<file path="src/rtl/adc_seq_pkg.sv">
package adc_seq_pkg;
  // strobes from control to datapath
  typedef struct packed {
    logic loadStd;   // load scan counter from stdChan
    logic decStd;    // step scan counter down
    logic latchInj;  // capture injection channel
    logic startConv; // conversion launched this cycle
    logic selInj;    // launched conversion is injected
    logic capStd;    // capture standard result
    logic capInj;    // capture injected result
  } seqStrobe_t;
endpackage

</file>
<file path="src/rtl/adc_seq_ctrl.sv">
module adc_seq_ctrl
  import adc_seq_pkg::*;
(
  input  logic       clk,
  input  logic       rstN,
  input  logic       stdStartBit,
  input  logic [1:0] stdMode,
  input  logic       injHwTrig,
  input  logic       injSwReq,
  input  logic       convDone,
  input  logic       stdChZero,
  output seqStrobe_t strb,
  output logic       convStart,
  output logic       stdBusy,
  output logic       injBusy,
  output logic       injPending,
  output logic       stdDoneP,
  output logic       injDoneP
);
  logic startQ, convActive, kindInj, stdActive, injPend;
  logic startEdge, injReq, pickInj, pickStd;
  logic stdFin, injFin, passEnd, restart, scanMode, contMode;

  assign scanMode  = stdMode[0];
  assign contMode  = stdMode[1];
  assign startEdge = stdStartBit & ~startQ;
  assign injReq    = injHwTrig | injSwReq;
  // injection has priority whenever the core is free
  assign pickInj   = !convActive && injPend;
  assign pickStd   = !convActive && !injPend && stdActive;
  assign convStart = pickInj | pickStd;
  assign stdFin    = convActive && !kindInj && convDone;
  assign injFin    = convActive && kindInj && convDone;
  assign passEnd   = stdFin && (!scanMode || stdChZero);
  assign restart   = passEnd && contMode && stdStartBit;

  always_comb begin
    strb           = '0;
    strb.loadStd   = (startEdge && !stdActive) || restart;
    strb.decStd    = stdFin && scanMode && !stdChZero;
    strb.latchInj  = injReq;
    strb.startConv = convStart;
    strb.selInj    = pickInj;
    strb.capStd    = stdFin;
    strb.capInj    = injFin;
  end

  always_ff @(posedge clk) begin
    if (!rstN) begin
      startQ     <= 1'b0;
      convActive <= 1'b0;
      kindInj    <= 1'b0;
      stdActive  <= 1'b0;
      injPend    <= 1'b0;
      stdDoneP   <= 1'b0;
      injDoneP   <= 1'b0;
    end else begin
      startQ   <= stdStartBit;
      stdDoneP <= stdFin;
      injDoneP <= injFin;
      if (convStart) begin
        convActive <= 1'b1;
        kindInj    <= pickInj;
      end else if (convDone) begin
        convActive <= 1'b0;
      end
      // a fresh request keeps pending set even when the old one is accepted
      if (injReq) injPend <= 1'b1;
      else if (pickInj) injPend <= 1'b0;
      if (startEdge && !stdActive) stdActive <= 1'b1;
      else if (passEnd && !restart) stdActive <= 1'b0;
    end
  end

  assign stdBusy    = stdActive;
  assign injBusy    = convActive && kindInj;
  assign injPending = injPend;
endmodule

</file>
<file path="src/rtl/adc_seq_dp.sv">
module adc_seq_dp
  import adc_seq_pkg::*;
#(
  parameter int CW = 4,
  parameter int DW = 10
) (
  input  logic          clk,
  input  logic          rstN,
  input  seqStrobe_t    strb,
  input  logic [CW-1:0] stdChan,
  input  logic [CW-1:0] injChan,
  input  logic [DW-1:0] convData,
  output logic [CW-1:0] convChan,
  output logic          stdChZero,
  output logic [DW-1:0] stdResult,
  output logic [CW-1:0] stdResultChan,
  output logic [DW-1:0] injResult,
  output logic [CW-1:0] injResultChan
);
  localparam logic [CW-1:0] CH_ZERO = '0;
  localparam logic [CW-1:0] CH_ONE  = CW'(1);

  logic [CW-1:0] stdCh, injCh, activeCh;

  assign stdChZero = (stdCh == CH_ZERO);
  assign convChan  = strb.selInj ? injCh : stdCh;

  always_ff @(posedge clk) begin
    if (!rstN) begin
      stdCh         <= '0;
      injCh         <= '0;
      activeCh      <= '0;
      stdResult     <= '0;
      stdResultChan <= '0;
      injResult     <= '0;
      injResultChan <= '0;
    end else begin
      if (strb.loadStd) stdCh <= stdChan;
      else if (strb.decStd) stdCh <= stdCh - CH_ONE;
      if (strb.latchInj) injCh <= injChan;
      if (strb.startConv) activeCh <= convChan;
      if (strb.capStd) begin
        stdResult     <= convData;
        stdResultChan <= activeCh;
      end
      if (strb.capInj) begin
        injResult     <= convData;
        injResultChan <= activeCh;
      end
    end
  end
endmodule

</file>
<file path="src/rtl/adc_inject_seq.sv">
module adc_inject_seq
  import adc_seq_pkg::*;
#(
  parameter int CW = 4,
  parameter int DW = 10
) (
  input  logic          clk,
  input  logic          rstN,
  input  logic          stdStartBit,
  input  logic [1:0]    stdMode,
  input  logic [CW-1:0] stdChan,
  input  logic          injHwTrig,
  input  logic          injSwReq,
  input  logic [CW-1:0] injChan,
  input  logic          convDone,
  input  logic [DW-1:0] convData,
  output logic          convStart,
  output logic [CW-1:0] convChan,
  output logic          stdBusy,
  output logic          injBusy,
  output logic          injPending,
  output logic          stdDoneP,
  output logic [DW-1:0] stdResult,
  output logic [CW-1:0] stdResultChan,
  output logic          injDoneP,
  output logic [DW-1:0] injResult,
  output logic [CW-1:0] injResultChan
);
  seqStrobe_t strb;
  logic       stdChZero;

  adc_seq_ctrl u_ctrl (
    .clk(clk), .rstN(rstN), .stdStartBit(stdStartBit), .stdMode(stdMode),
    .injHwTrig(injHwTrig), .injSwReq(injSwReq), .convDone(convDone),
    .stdChZero(stdChZero), .strb(strb), .convStart(convStart),
    .stdBusy(stdBusy), .injBusy(injBusy), .injPending(injPending),
    .stdDoneP(stdDoneP), .injDoneP(injDoneP)
  );

  adc_seq_dp #(.CW(CW), .DW(DW)) u_dp (
    .clk(clk), .rstN(rstN), .strb(strb), .stdChan(stdChan), .injChan(injChan),
    .convData(convData), .convChan(convChan), .stdChZero(stdChZero),
    .stdResult(stdResult), .stdResultChan(stdResultChan),
    .injResult(injResult), .injResultChan(injResultChan)
  );
endmodule

</file>
<file path="config.mk">
export PLATFORM = sky130hd
export DESIGN_NAME = adc_inject_seq
export DESIGN_NICKNAME = d
export VERILOG_FILES = /design/src/rtl/adc_seq_pkg.sv /design/src/rtl/adc_seq_ctrl.sv /design/src/rtl/adc_seq_dp.sv /design/src/rtl/adc_inject_seq.sv
export SDC_FILE = /design/constraint.sdc
export NUM_CORES = 1
export LEC_CHECK = 0
export BUFFER_PORTS_ARGS = -buffer_cell sky130_fd_sc_hd__buf_2
export CAP_MARGIN = 20
export CORE_UTILIZATION = 45
export DETAILED_ROUTE_END_ITERATION = 8
export GPL_ROUTABILITY_DRIVEN = 0
export PLACE_DENSITY = 0.74
export SKIP_LAST_GASP = 1
export SYNTH_ARGS = -nofsm -noshare
export SYNTH_HDL_FRONTEND = slang
export SYNTH_SLANG_ARGS = --single-unit
export TNS_END_PERCENT = 100
</file>
<file path="constraint.sdc">
create_clock -name clk -period 2.8 [get_ports clk]
set_input_delay 0.28 -clock clk [delete_from_list [all_inputs] [get_ports clk]]
set_output_delay 0.28 -clock clk [all_outputs]
set_load 0.1 [all_outputs]
</file>
==> flow_metrics.py <==
metrics = {
    "outcome": {
        "status": "completed",
    },
    "clock_network": {
        "clock_latency_ns": 0.30,
        "cts_hold_buffers": 0,
        "cts_resized": 0,
        "clk_pin_slew_ns": 0.09,
        "cts_post_setup_buffers_inserted": 0,
        "clockBufferDepth": 2,
        "cts.sinks": 47,
        "cts-root-buf": "clkbuf_8",
        "cts_tree": "built",
        "cts_buffers": 5,
        "ctsHtreeMaxLevel": 2,
    },
    "timing": {
        "skew_ns": 0.006228,
        "worst_pin_slew_ns": 0.6514,
        "finalSetupViolations": 0,
        "slew_headroom": 0.5657,
        "fin_crit_sh": 0.7679,
        "fin_crit_ns": 2.150,
        "max_freq_ghz": 0.4651,
        "tns_ns": 0,
        "setup_ws_ns": 0.6499,
        "rsz0062_at_grt": "no",
        "hold_viol": 0,
        "drv_slew": 0,
    },
    "synthesis": {
        "syn_nets": 243,
        "synth_edf_count": 0,
        "synthCells": 216,
        "syn_avg_cell_area_sq_um": 8.915,
        "synth_warnings": 0,
        "synth.distinct_cells": 31,
        "ys_ff_latch": 47,
        "synth_area_leader_cell": "dfxtp_1",
        "synth_flop_cell": "dfxtp_1",
        "synth.top_cell.area_share": 0.4886,
        "synth.area.top_cells": "dfxtp_1 (49%), nand2_1 (13%), a21boi_0 (13%)",
        "async_flop_share": 0,
        "ys_seq_area_frac": 0.4886,
        "synth_area_sq_um": 1926,
    },
    "floorplanning": {
        "initial_utilization": 0.4746,
        "die_area_sq_um": 4545,
        "coreArea_sq_um": 4058,
        "io_pins": 64,
        "rows": 23,
        "chipHeight_um": 67.42,
        "dieWidth_um": 67.42,
    },
    "global_routing": {
        "grt_usage": 0.1942,
        "grt_pass1_wl_um": 6561,
        "grt_pass1_vias": 1498,
        "antenna_found_initial": 0,
        "grt_overflow": 0,
        "grt_start_max_net_pins": 48,
        "use_met3": 0.05743,
        "grt-busiest-layer": "met2",
        "use_met1": 0.2347,
        "use_met2": 0.3175,
    },
    "worst_setup_path": {
        "cp-start-kind": "flip-flop",
        "r2r-end": "u_dp.stdCh[2]",
        "critical_path_class": "flip-flop to primary output",
        "critPathCaptureType": "primary output",
        "regToRegSetupSlack_ns": 1.04,
        "crit_required_ns": 2.52,
        "crit_fanout": 9,
        "cp.arrival_ns": 1.87,
        "r2r_cells": 5,
        "rr_startpoint": "u_ctrl.convActive",
    },
    "run": {
        "maxCapViolations": 0,
    },
    "cells_and_area": {
        "diodes": 0,
        "layout.nets": 301,
        "fillers": 376,
        "layout_common_cells": "nand2_1 (67), buf_2 (63), dfxtp_1 (47)",
        "syn2layout_area_growth_pct": 22.94,
        "final_common_cell": "nand2_1",
        "drive_gt1_frac": 0.2873,
    },
    "routing": {
        "drt_iter0_drc": 83,
        "drtAntennaViolNets": 0,
        "wirelength_um": 4102,
        "vias_per_cell": 4.988,
        "vias": 1621,
        "routedWlPerCell_um": 12.62,
        "dr.pass1.iters": 4,
        "drc": 0,
    },
    "placement": {
        "port_buffers": 63,
        "hpwl_um": 2834,
        "place_ws_ns": 1.018,
    },
    "pwr": {
        "powerDensity_nw_per_um2": 651.0,
        "vdd_drop_max_v": 0.0004325,
        "power_w": 0.001541,
        "p_leak_nw": 1.029,
    },
    "min_path": {
        "whs_path_depth": 2,
        "worstHoldStart": "stdStartBit",
        "worstHoldPathType": "input pin to flip-flop",
        "min_delay_worst_endpoint": "u_ctrl.startQ",
    },
}
==> routing by layer <==
layer / wire (um) / up-vias
li1: - / 826
met1: 1899 / 747
met2: 1899 / 39
met3: 225 / 9
met4: 78 / 0
met5: 0 / -
==> power breakdown <==
group	internal [W]	leakage, nW	switching (W)	total [W]
clock network	0.000289	0.0612	0.000223	0.000512
registers	0.000696	0.383	0.0000232	0.000719
logic	0.0000770	0.585	0.000233	0.000310
==> layout make-up <==
type | count | area, sq um | share of cell area
clock inverter | 2 | 35.03 | 0.01480
tap | 50 | 62.56 | 0.02643
timing repair buffer | 64 | 322.8 | 0.1364
multi-input combinational | 153 | 912.1 | 0.3853
inverter | 3 | 11.26 | 0.004757
sequential | 47 | 940.9 | 0.3975
clock buffer | 6 | 82.58 | 0.03488
==> sequential cells by signal, indices dropped and copies added (netlist names), 4 cells and up <==
signal,cells
u_dp.stdResultChan,4
u_dp.injResultChan,4
u_dp.stdCh,4
u_dp.injResult,10
u_dp.stdResult,10
u_dp.injCh,4
u_dp.activeCh,4
==> worst max path at each step <==
| stage | start | to | cells past startpoint |
|---|---|---|---|
| final | u_ctrl.convActive | convChan[1] | 4 |
| after global routing | u_ctrl.convActive | convChan[0] | 4 |
| after CTS | u_ctrl.convActive | convChan[0] | 4 |
| after detailed placement | u_ctrl.convActive | convChan[3] | 3 |
| after global placement | u_ctrl.convActive | convChan[2] | 3 |
| after floorplan | u_ctrl.injPending | u_dp.activeCh[1] | 5 |
==> synthesized netlist by cell type (2+ instances only) <==
library cell and n:
mux2_2 2, and2_1 4, a21boi_0 33, clkbuf_1 7, nor2b_1 9, inv_1 3
nor2_1 4, nand2_1 67, dfxtp_1 47, o21ai_0 9, mux2i_1 6, xnor2_1 2
a21oi_1 3, buf_2 3
==> cells by family after synthesis <==
group                    Yosys count  share of synthesized area
adder cells (fa/ha/maj)            1                   0.006497
flip-flops                        47                     0.4886
multiplexers                       8                    0.04289
XOR/XNOR                           3                    0.01365
AO/OA/AOI/OAI                     49                     0.1845
AND/OR/NAND/NOR                   92                     0.2248
buffers and inverters             16                    0.03899
==> stage by stage <==
step / std cells / utilization / hold WS, ns / cell area [sq um]
3_5_place_dp: 317 / 0.5544 / 0.4555 / 2250
4_1_cts: 325 / 0.5834 / 0.2094 / 2367
2_1_floorplan: 216 / - / 0.4017 / 1928
3_3_place_gp: 317 / 0.5544 / 0.4498 / 2250
6_report: 325 / 0.5834 / 0.2135 / 2367
5_1_grt: 325 / 0.5834 / 0.2163 / 2367
==> worst max-delay path, cell delays in order, from the launching register on <==
cell     delay [ns]
dfxtp_1        0.38
nor2b_1        0.47
nand2_1        0.11
o21ai_1        0.14
buf_2          0.47
Power figures use the tool's default switching activity.
